## config.mk

```make
export PLATFORM = sky130hd
export DESIGN_NAME = netirq_collector
export DESIGN_NICKNAME = d
export VERILOG_FILES = /design/src/rtl/netirq_pkg.sv /design/src/rtl/netirq_slot_decode.sv /design/src/rtl/netirq_status_word.sv /design/src/rtl/netirq_readback.sv /design/src/rtl/netirq_collector.sv
export SDC_FILE = /design/constraint.sdc
export NUM_CORES = 1
export LEC_CHECK = 0
export ABC_CLOCK_PERIOD_IN_PS = 1040
export BUFFER_PORTS_ARGS = -buffer_cell sky130_fd_sc_hd__buf_2
export CAP_MARGIN = 0
export CORE_MARGIN = 1
export CORE_UTILIZATION = 33
export CTS_BUF_LIST = sky130_fd_sc_hd__clkbuf_4
export DETAILED_ROUTE_END_ITERATION = 10
export GPL_ROUTABILITY_DRIVEN = 0
export PLACE_DENSITY = 0.61
export SYNTH_ARGS = -nofsm -noshare
export SYNTH_HDL_FRONTEND = slang
export SYNTH_SLANG_ARGS = --single-unit
export TNS_END_PERCENT = 1
```

## constraint.sdc

```tcl
create_clock -name clk -period 1.04 [get_ports clk]
set_clock_uncertainty 0.1 [all_clocks]
set_input_delay 0.104 -clock clk [delete_from_list [all_inputs] [get_ports clk]]
set_output_delay 0.104 -clock clk [all_outputs]
set_load 0.01 [all_outputs]
```

## src/rtl/netirq_pkg.sv

```systemverilog
package netirq_pkg;
  localparam int DEF_WORD_W    = 16;
  localparam int DEF_NUM_SLOTS = 2;
  localparam int DEF_NUM_WORDS = 2;
  localparam int DEF_PORT_W    = 5;
  localparam int DEF_ADDR_W    = 8;
  localparam int REG_BASE      = 'h26;
  localparam int REG_STEP      = 2;

  // status word written by a slot
  function automatic int slot_word(input int slot);
    case (slot)
      0:       return 0;
      1:       return 1;
      default: return 0;
    endcase
  endfunction

  // bit position of a slot's port 0 inside its word
  function automatic int slot_offset(input int slot);
    case (slot)
      0:       return 0;
      1:       return 0;
      default: return 0;
    endcase
  endfunction

  // register address of a status word
  function automatic int word_addr(input int word);
    return REG_BASE + REG_STEP * word;
  endfunction
endpackage

```

## src/rtl/netirq_slot_decode.sv

```systemverilog
module netirq_slot_decode #(
  parameter int WORD_W = 16,
  parameter int PORT_W = 5,
  parameter int OFFSET = 0
) (
  input  logic              raise_vld,
  input  logic [PORT_W-1:0] raise_port,
  input  logic              drop_vld,
  input  logic [PORT_W-1:0] drop_port,
  output logic [WORD_W-1:0] set_mask,
  output logic [WORD_W-1:0] clr_mask,
  output logic              raise_hit,
  output logic              drop_hit
);
  // one-hot bit for a port, or zero when it falls past the word
  function automatic logic [WORD_W-1:0] port_bit(input logic [PORT_W-1:0] port);
    int pos;
    pos = OFFSET + int'(port);
    if (pos < WORD_W) return WORD_W'(1) << pos;
    return '0;
  endfunction

  always_comb begin
    set_mask  = raise_vld ? port_bit(raise_port) : '0;
    clr_mask  = drop_vld  ? port_bit(drop_port)  : '0;
    raise_hit = |set_mask;
    drop_hit  = |clr_mask;
  end
endmodule

```

## src/rtl/netirq_status_word.sv

```systemverilog
module netirq_status_word #(
  parameter int WORD_W = 16
) (
  input  logic              clk,
  input  logic              rst_n,
  input  logic [WORD_W-1:0] set_mask,
  input  logic [WORD_W-1:0] clr_mask,
  output logic [WORD_W-1:0] word
);
  logic [WORD_W-1:0] word_nxt;

  // drop returns bits to 1 first, raise then forces them to 0 (raise wins)
  always_comb word_nxt = (word | clr_mask) & ~set_mask;

  always_ff @(posedge clk or negedge rst_n) begin
    if (!rst_n) word <= '1;
    else        word <= word_nxt;
  end

  AST_RAISE_PENDS: assert property (@(posedge clk) disable iff (!rst_n)
    (set_mask != '0) |=> ((word & $past(set_mask)) == '0));
  AST_DROP_IDLES: assert property (@(posedge clk) disable iff (!rst_n)
    ((clr_mask & ~set_mask) != '0) |=>
      ((word & $past(clr_mask & ~set_mask)) == $past(clr_mask & ~set_mask)));
  AST_COLLIDE_PENDS: assert property (@(posedge clk) disable iff (!rst_n)
    ((set_mask & clr_mask) != '0) |=> ((word & $past(set_mask & clr_mask)) == '0));
  AST_IDLE_HOLDS: assert property (@(posedge clk) disable iff (!rst_n)
    (set_mask == '0 && clr_mask == '0) |=> $stable(word));
endmodule

```

## src/rtl/netirq_readback.sv

```systemverilog
module netirq_readback #(
  parameter int WORD_W    = 16,
  parameter int NUM_WORDS = 2,
  parameter int ADDR_W    = 8
) (
  input  logic [NUM_WORDS*WORD_W-1:0] words,
  input  logic                        rd_en,
  input  logic [ADDR_W-1:0]           rd_addr,
  output logic [WORD_W-1:0]           rd_data
);
  import netirq_pkg::*;

  always_comb begin
    rd_data = '0;
    if (rd_en) begin
      for (int w = 0; w < NUM_WORDS; w++) begin
        if (rd_addr == ADDR_W'(word_addr(w))) rd_data = words[w*WORD_W +: WORD_W];
      end
    end
  end
endmodule

```

## src/rtl/netirq_collector.sv

```systemverilog
module netirq_collector #(
  parameter int WORD_W    = netirq_pkg::DEF_WORD_W,
  parameter int NUM_SLOTS = netirq_pkg::DEF_NUM_SLOTS,
  parameter int NUM_WORDS = netirq_pkg::DEF_NUM_WORDS,
  parameter int PORT_W    = netirq_pkg::DEF_PORT_W,
  parameter int ADDR_W    = netirq_pkg::DEF_ADDR_W
) (
  input  logic                        clk,
  input  logic                        rst_n,
  input  logic [NUM_SLOTS-1:0]        raise_vld,
  input  logic [NUM_SLOTS*PORT_W-1:0] raise_port,
  input  logic [NUM_SLOTS-1:0]        drop_vld,
  input  logic [NUM_SLOTS*PORT_W-1:0] drop_port,
  input  logic                        rd_en,
  input  logic [ADDR_W-1:0]           rd_addr,
  output logic [WORD_W-1:0]           rd_data,
  output logic                        irq_out
);
  import netirq_pkg::*;

  localparam int ALL_W = NUM_WORDS * WORD_W;

  logic [NUM_SLOTS*WORD_W-1:0] slot_set, slot_clr;
  logic [NUM_SLOTS-1:0]        raise_hit, drop_hit;
  logic [ALL_W-1:0]            word_set, word_clr, all_words;
  logic [NUM_WORDS-1:0]        word_busy;

  for (genvar s = 0; s < NUM_SLOTS; s++) begin : g_slot
    netirq_slot_decode #(
      .WORD_W (WORD_W),
      .PORT_W (PORT_W),
      .OFFSET (slot_offset(s))
    ) u_dec (
      .raise_vld  (raise_vld[s]),
      .raise_port (raise_port[s*PORT_W +: PORT_W]),
      .drop_vld   (drop_vld[s]),
      .drop_port  (drop_port[s*PORT_W +: PORT_W]),
      .set_mask   (slot_set[s*WORD_W +: WORD_W]),
      .clr_mask   (slot_clr[s*WORD_W +: WORD_W]),
      .raise_hit  (raise_hit[s]),
      .drop_hit   (drop_hit[s])
    );
  end

  // route each slot's masks to the word the map assigns it
  always_comb begin
    word_set = '0;
    word_clr = '0;
    for (int w = 0; w < NUM_WORDS; w++) begin
      for (int s = 0; s < NUM_SLOTS; s++) begin
        if (slot_word(s) == w) begin
          word_set[w*WORD_W +: WORD_W] |= slot_set[s*WORD_W +: WORD_W];
          word_clr[w*WORD_W +: WORD_W] |= slot_clr[s*WORD_W +: WORD_W];
        end
      end
    end
  end

  for (genvar w = 0; w < NUM_WORDS; w++) begin : g_word
    netirq_status_word #(.WORD_W(WORD_W)) u_word (
      .clk      (clk),
      .rst_n    (rst_n),
      .set_mask (word_set[w*WORD_W +: WORD_W]),
      .clr_mask (word_clr[w*WORD_W +: WORD_W]),
      .word     (all_words[w*WORD_W +: WORD_W])
    );
    assign word_busy[w] = (all_words[w*WORD_W +: WORD_W] != {WORD_W{1'b1}});
  end

  assign irq_out = |word_busy;

  netirq_readback #(
    .WORD_W    (WORD_W),
    .NUM_WORDS (NUM_WORDS),
    .ADDR_W    (ADDR_W)
  ) u_rd (
    .words   (all_words),
    .rd_en   (rd_en),
    .rd_addr (rd_addr),
    .rd_data (rd_data)
  );

  AST_RAISE_LIFTS_IRQ: assert property (@(posedge clk) disable iff (!rst_n)
    (|raise_hit) |=> irq_out);
  AST_IRQ_FALL_NEEDS_DROP: assert property (@(posedge clk) disable iff (!rst_n)
    $fell(irq_out) |-> $past(|drop_hit));
  AST_READ_NO_SIDE: assert property (@(posedge clk) disable iff (!rst_n)
    (rd_en && raise_vld == '0 && drop_vld == '0) |=> ($stable(all_words) && $stable(irq_out)));
  AST_WIDE_PORT_IGNORED: assert property (@(posedge clk) disable iff (!rst_n)
    (raise_vld != '0 && raise_hit == '0 && drop_vld == '0) |=> $stable(all_words));
endmodule

```

==> results of run 1 <==
[synth_stat cells, types with 2 or more instances]
cell type | n | area share [%]
sky130_fd_sc_hd__a21oi_1 | 48 | 13
sky130_fd_sc_hd__dfstp_2 | 32 | 47
sky130_fd_sc_hd__nor2_1 | 20 | 4.2
sky130_fd_sc_hd__a22oi_1 | 16 | 6.7
sky130_fd_sc_hd__a31oi_1 | 16 | 5.6
sky130_fd_sc_hd__and4bb_2 | 8 | 5.6
sky130_fd_sc_hd__nand4_1 | 8 | 2.8
sky130_fd_sc_hd__nor2b_1 | 8 | 2.8
sky130_fd_sc_hd__and4b_1 | 4 | 2.2
sky130_fd_sc_hd__nor4b_4 | 3 | 4.0
sky130_fd_sc_hd__buf_4 | 2 | 0.83
sky130_fd_sc_hd__nor4_1 | 2 | 0.69
sky130_fd_sc_hd__nor4b_1 | 2 | 0.97
[placed cells by master (no fill, tap or decap), types with 2 or more instances in the layout]
| cell type | count |
|---|---|
| sky130_fd_sc_hd__a21oi_1 | 41 |
| sky130_fd_sc_hd__a21oi_2 | 7 |
| sky130_fd_sc_hd__a22oi_1 | 16 |
| sky130_fd_sc_hd__a31oi_1 | 13 |
| sky130_fd_sc_hd__a31oi_2 | 3 |
| sky130_fd_sc_hd__and4b_1 | 4 |
| sky130_fd_sc_hd__and4bb_2 | 8 |
| sky130_fd_sc_hd__buf_12 | 3 |
| sky130_fd_sc_hd__buf_2 | 50 |
| sky130_fd_sc_hd__buf_4 | 18 |
| sky130_fd_sc_hd__buf_6 | 20 |
| sky130_fd_sc_hd__clkbuf_4 | 6 |
| sky130_fd_sc_hd__dfstp_2 | 32 |
| sky130_fd_sc_hd__dlygate4sd3_1 | 9 |
| sky130_fd_sc_hd__nand4_1 | 8 |
| sky130_fd_sc_hd__nor2_1 | 20 |
| sky130_fd_sc_hd__nor2b_1 | 8 |
| sky130_fd_sc_hd__nor4b_1 | 2 |
| sky130_fd_sc_hd__nor4b_4 | 3 |
[per-stage QoR]
| step | area (um^2) | TNS [ns] |
|---|---|---|
| final | 2760 | -7.93 |
| after floorplan | 1800 | -0.472 |
| after global routing | 2760 | -9.65 |
| after detailed placement | 2450 | -4.30 |
| after global placement | 2450 | -4.02 |
| after CTS | 2650 | -7.98 |
[logic make-up after synthesis]
kind of cell | Yosys count | synth area share [%]
AO/OA/AOI/OAI | 80 | 25.6
AND/OR/NAND/NOR | 59 | 26.0
flip-flops | 32 | 46.7
buffers and inverters | 4 | 1.74
[cell type report]
| type | count | area [um^2] |
|---|---|---|
| Sequential cell | 32 | 841 |
| Clock inverter | 2 | 35.0 |
| Tap cell | 70 | 87.6 |
| Multi-Input combinational cell | 139 | 988 |
| Clock buffer | 6 | 45.0 |
| Fill cell | 482 | 2410 |
| Timing Repair Buffer | 100 | 761 |
[power breakdown]
group	switching, mW	internal [mW]	total [mW]
Clock	0.431	0.530	0.961
Combinational	0.623	0.803	1.43
Sequential	0.191	1.75	1.94
Total	1.25	3.08	4.33
[routing by layer]
metal	GRT usage, %	vias up	routed length [um]
li1	-	909	-
met1	29.0	906	2440
met2	36.0	83	2740
met3	5.16	9	356
met4	6.17	0	99
met5	0	-	0
[worst register-to-register path: cells and delay by family (launching register included)]
family,cells,cell delay [ns]
buffers and inverters,1,0.10
DFF,1,0.57
AOI/OAI and AO/OA,2,0.22
[what timing repair did]
action / CTS / global route
endpoints found under the setup margin: 23 / 39
endpoints found under the hold margin: 40 / 0
hold buffers: 9 / 0
pin swaps: 1 / 2
gates resized for setup: 8 / 24
[final timing paths]
kind / start / endpoint / slack (ns) / cells after the start
hold reg to reg: g_word[1].u_word.word[8] / g_word[1].u_word.word[8] / 0.54 / 3
setup reg to reg: g_word[0].u_word.word[15] / g_word[0].u_word.word[15] / -0.02 / 3
hold / removal: drop_port[5] / g_word[1].u_word.word[15] / 0.006 / 3
setup / recovery: g_word[1].u_word.word[14] / irq_out / -0.78 / 4
max in group asynchronous: rst_n / g_word[1].u_word.word[9] / 0.46 / 3
min in group asynchronous: rst_n / g_word[0].u_word.word[2] / 0.33 / 3
==> results.cfg, run 1 <==
[place]
portBuffers = 51
pre_cts_slack_ns = -0.497
dpl.hpwl_mm = 4.31
total_instance_count_after_detailed_placement = 332

[die]
placeableCoreArea_um2 = 5170
initial_core_util_pct = 34.8
die_w_um = 75.9
fp-row-count = 26
io-pin-count = 52
die-height_um = 75.9
die_area_um2 = 5760

[detailed_routing]
antenna_violating_nets_post_route = 0
num_vias = 1907
drt-total-wl_mm = 5.63
vias_cell = 5.46
avgRoutedWirePerCell_um = 16.1
drt_first_pass_iters = 4
post-route-drc-count = 0
dr.first_iter.drc_count = 106

[clock_network]
clock_slew_at_reported_path_ffs_ns = 0.09
clock_latency_ns = 0.33
tritoncts = yes
clock_tree.buffer_depth = 2
clock-sinks = 32
cts.root.buffer_cell = sky130_fd_sc_hd__clkbuf_4
cts_inserted_buffers = 5
cts_setup_buffers = 0
cts-htree-levels = 2

[logic_synthesis]
syn-mean-instance-area_um2 = 10.3
yosys_warnings = 0
number_of_enable_flip_flop_cells_after_synthesis = 0
ys_async_sr_fraction_pct = 100
synth_top_flop_cell = sky130_fd_sc_hd__dfstp_2
synth_sequential_area_ratio_pct = 46.7
synth.distinct_cells = 19
syn-cell-area_um2 = 1800
postSynthNetCount = 210
synth.ff_latch_count = 32
synthesis.instances = 175

[global_routing]
vias_in_the_first_global_route = 1842
wire_length_of_the_first_global_routing_pass_mm = 9.09
globalRouteOverflowTotal = 0
grt_start_max_net_pins = 33
track_usage_pct = 22.0
antenna_violations_before_repair = 0

[critical_path]
path_buf_inv = 1
timing.critical_path.arrival_ns = 1.61
startpoint_type = register
crit_slowest_cell = sky130_fd_sc_hd__dfstp_2
worstSetupEndpointType = primary output
worstPathMaxFanout = 2
path_delay_family = simple AND/OR/NAND/NOR gates
worst_ep_required_time_ns = 0.84
cp_slowest_stage_delay_ns = 0.56
crit_type = register to primary output
path_cells = nand4_1 > nor4_4 > nand2_1 > buf_6

[sta]
unrepaired_setup_endpoints_after_global_routing = true
final_max_slew_viols = 0
fin_worst_hold_slack_ns = 0.00648
setup_viol = 21
post-route-worst-setup-slack_ns = -0.775
worst-slew-pin-transition_ns = 0.408
finalCritPeriodShare_pct = 175
fmaxAchievable_ghz = 0.551
worst_slew_margin_rel_pct = 72.7
report.final.hold_viol_count = 0
period_minus_slack_ns = 1.82

[finish]
area_growth_pct = 53.2
n_antenna_cell = 0
largest_register_ff_count = 32
layout_top_registers = g_word.u_word.word x32
design.final.nets = 313
postLayoutCoreUtil_pct = 53.3
largest_register = g_word.u_word.word
post_route_insts_no_fill = 349
share_of_final_layout_standard_cells_stronger_than_drive_strength_1_pct = 55.6

[pwr]
power_mw = 4.33
vdd_drop_max_mv = 0.784
power.density_nw_per_um2 = 1570
total_leakage_power_nw = 1.16

[worst_hold_path]
hold_class = input port to register

[run_status]
failed_checks = negative setup slack
status = finished with violations

[flow_run]
drv_cap = 0
(Power assumes the default switching activity.)
==> run 2, diff against run 1 <==
Settings changed: ABC_AREA from default to 1, ABC_CLOCK_PERIOD_IN_PS 1040 to 1500, PLACE_DENSITY 0.61 to 0.59.
Clock period 1.04 ns to 1.5 ns, I/O delays scaled along.
==> run 2 against run 1 <==
Compared with the run above:
- the run still ends with negative setup slack left
- non-clock buffer count decreased by 21
- core utilization decreased by 8.4 points
- final area increased by 5.7%
- sequential cell count unchanged
- critical path depth increased by 2
- worst hold slack improved by 0.017 ns
- power decreased by 40%
- sequential power decreased by 30%
- register-to-register slack improved by 0.45 ns
- critical endpoint unchanged
==> results.cfg, run 2 <==
[die]
initial_core_util_pct = 35.0
io-pin-count = 52
die_area_um2 = 7230
placeableCoreArea_um2 = 6490
die_w_um = 85.0
die-height_um = 85.0
fp-row-count = 29

[sta]
fmaxAchievable_ghz = 0.555
fin_worst_hold_slack_ns = 0.0236
worst-slew-pin-transition_ns = 0.412
report.final.hold_viol_count = 0
finalCritPeriodShare_pct = 120
worst_slew_margin_rel_pct = 72.4
post-route-worst-setup-slack_ns = -0.301
unrepaired_setup_endpoints_after_global_routing = true
setup_viol = 16
final_max_slew_viols = 0
period_minus_slack_ns = 1.80
fin_setup_tns_ns = -1.64

[place]
total_instance_count_after_detailed_placement = 424
portBuffers = 51
dpl.hpwl_mm = 4.86
detailed_place.area_um2 = 2700
pre_cts_slack_ns = 0.0385

[critical_path]
reg2reg_depth = 3
startpoint_type = register
ff2ff_setup_slack_ns = 0.43
crit_type = register to primary output
timing.critical_path.arrival_ns = 1.55
worst_ep_required_time_ns = 1.25
worstPathMaxFanout = 2
worstSetupEndpointType = primary output
reg2reg_to = g_word[1].u_word.word[2]
regToRegStartpoint = g_word[1].u_word.word[2]

[global_routing]
vias_in_the_first_global_route = 2164
wire_length_of_the_first_global_routing_pass_mm = 10.1
grt_start_max_net_pins = 34
track_usage_pct = 18.0
antenna_violations_before_repair = 0
globalRouteOverflowTotal = 0

[logic_synthesis]
yosys_warnings = 0
synthesis.instances = 290
netlist_top_cells_area = sky130_fd_sc_hd__dfstp_2, sky130_fd_sc_hd__a21oi_1, sky130_fd_sc_hd__nand3_1
synth.largest_area_cell = sky130_fd_sc_hd__dfstp_2
synth_top_flop_cell = sky130_fd_sc_hd__dfstp_2
synth.ff_latch_count = 32
syn-cell-area_um2 = 2270
ys_async_sr_fraction_pct = 100
yosys.area.top_type_share_pct = 37.0
syn-mean-instance-area_um2 = 7.84
post_synth_most_frequent_cells = sky130_fd_sc_hd__inv_1, sky130_fd_sc_hd__nor2_1, sky130_fd_sc_hd__dfstp_2, sky130_fd_sc_hd__a21oi_1, sky130_fd_sc_hd__nand2_1
synth_sequential_area_ratio_pct = 37.0
synth.distinct_cells = 25
postSynthNetCount = 325
number_of_enable_flip_flop_cells_after_synthesis = 0

[pwr]
power_mw = 2.60
vdd_drop_max_mv = 0.350
power.density_nw_per_um2 = 891
total_leakage_power_nw = 1.24

[finish]
area_growth_pct = 28.2
fin_area_um2 = 2920
post_route_insts_no_fill = 441
mostFrequentLayoutCell = sky130_fd_sc_hd__buf_2
share_of_final_layout_standard_cells_stronger_than_drive_strength_1_pct = 48.9
n_antenna_cell = 0
postLayoutCoreUtil_pct = 44.9
largest_register = g_word.u_word.word
largest_register_ff_count = 32
design.final.nets = 401
layout.cells.most_common_list = sky130_fd_sc_hd__buf_2, sky130_fd_sc_hd__inv_1, sky130_fd_sc_hd__nor2_1
layout_top_registers = g_word.u_word.word x32

[clock_network]
clock_tree.buffer_depth = 2
clock-sinks = 32
tritoncts = yes
cts_inserted_buffers = 5
clock_latency_ns = 0.32
cts-htree-levels = 2
clock_slew_at_reported_path_ffs_ns = 0.09
cts.root.buffer_cell = sky130_fd_sc_hd__clkbuf_4

[detailed_routing]
avgRoutedWirePerCell_um = 14.2
antenna_violating_nets_post_route = 0
num_vias = 2257
vias_cell = 5.12
drt_first_pass_iters = 4
drt-total-wl_mm = 6.26
dr.first_iter.drc_count = 166
post-route-drc-count = 0

[flow_run]
drv_cap = 0

[worst_hold_path]
timing.hold.worst_endpoint = g_word[0].u_word.word[2]
hold_path.startpoint = drop_port[3]
min_delay_path_depth = 4
hold_class = input port to register

[run_status]
status = finished with violations
failed_checks = negative setup slack
## run 2: per-layer routing
| layer | track usage, % | up-vias | part of all wire [%] |
|---|---|---|---|
| met2 | 30.1 | 67 | 48 |
| li1 | - | 1125 | - |
| met3 | 2.82 | 6 | 5.0 |
| met1 | 24.1 | 1059 | 46 |
| met4 | 5.08 | 0 | 1.2 |
| met5 | 0 | - | 0 |
## run 2: kinds of logic (layout without fill, tap and decap cells)
family / count (synthesis) / in the layout / synth area share (%)
and+or+nand+nor: 154 / 154 / 38.2
buffers and inverters: 53 / 127 / 10.9
AOI/OAI and AO/OA: 51 / 51 / 14.0
DFF: 32 / 32 / 37.0
## run 2: cell type report
type	instances	area (um^2)
Clock buffer	5	37.5
Fill cell	659	3580
Timing Repair Buffer	79	528
Sequential cell	32	841
Multi-Input combinational cell	205	1250
Inverter	43	161
Tap cell	77	96.3
## run 2: worst max-delay path by stage
stage	start	to	cells past startpoint
2_1_floorplan	g_word[1].u_word.word[15]	irq_out	4
3_5_place_dp	g_word[0].u_word.word[15]	irq_out	5
6_report	g_word[1].u_word.word[4]	irq_out	6
5_1_grt	g_word[1].u_word.word[4]	irq_out	6
4_1_cts	g_word[0].u_word.word[2]	irq_out	5
3_3_place_gp	g_word[0].u_word.word[3]	irq_out	6
## run 2: power breakdown
| group | leakage (nW) | switching, mW | internal [mW] |
|---|---|---|---|
| registers | 0.336 | 0.146 | 1.21 |
| clock network | 0.0230 | 0.271 | 0.156 |
| logic | 0.883 | 0.432 | 0.378 |
| total | 1.24 | 0.849 | 1.75 |
## run 2: repair_timing
item                                    CTS  global route
hold buffers                              1             0
endpoints found under the setup margin   17            17
pin swaps                                11             7
endpoints found under the hold margin    17             0
setup buffers                            10             1
gates resized for setup                  11            10
## run 2: worst max-delay path: stages (launching register included)
cell and delay, ns:
sky130_fd_sc_hd__dfstp_2 0.56, sky130_fd_sc_hd__nand2_2 0.06, sky130_fd_sc_hd__nor3_2 0.20, sky130_fd_sc_hd__nand2_1 0.08, sky130_fd_sc_hd__nor2_1 0.11, sky130_fd_sc_hd__nand2_1 0.08
sky130_fd_sc_hd__buf_2 0.14
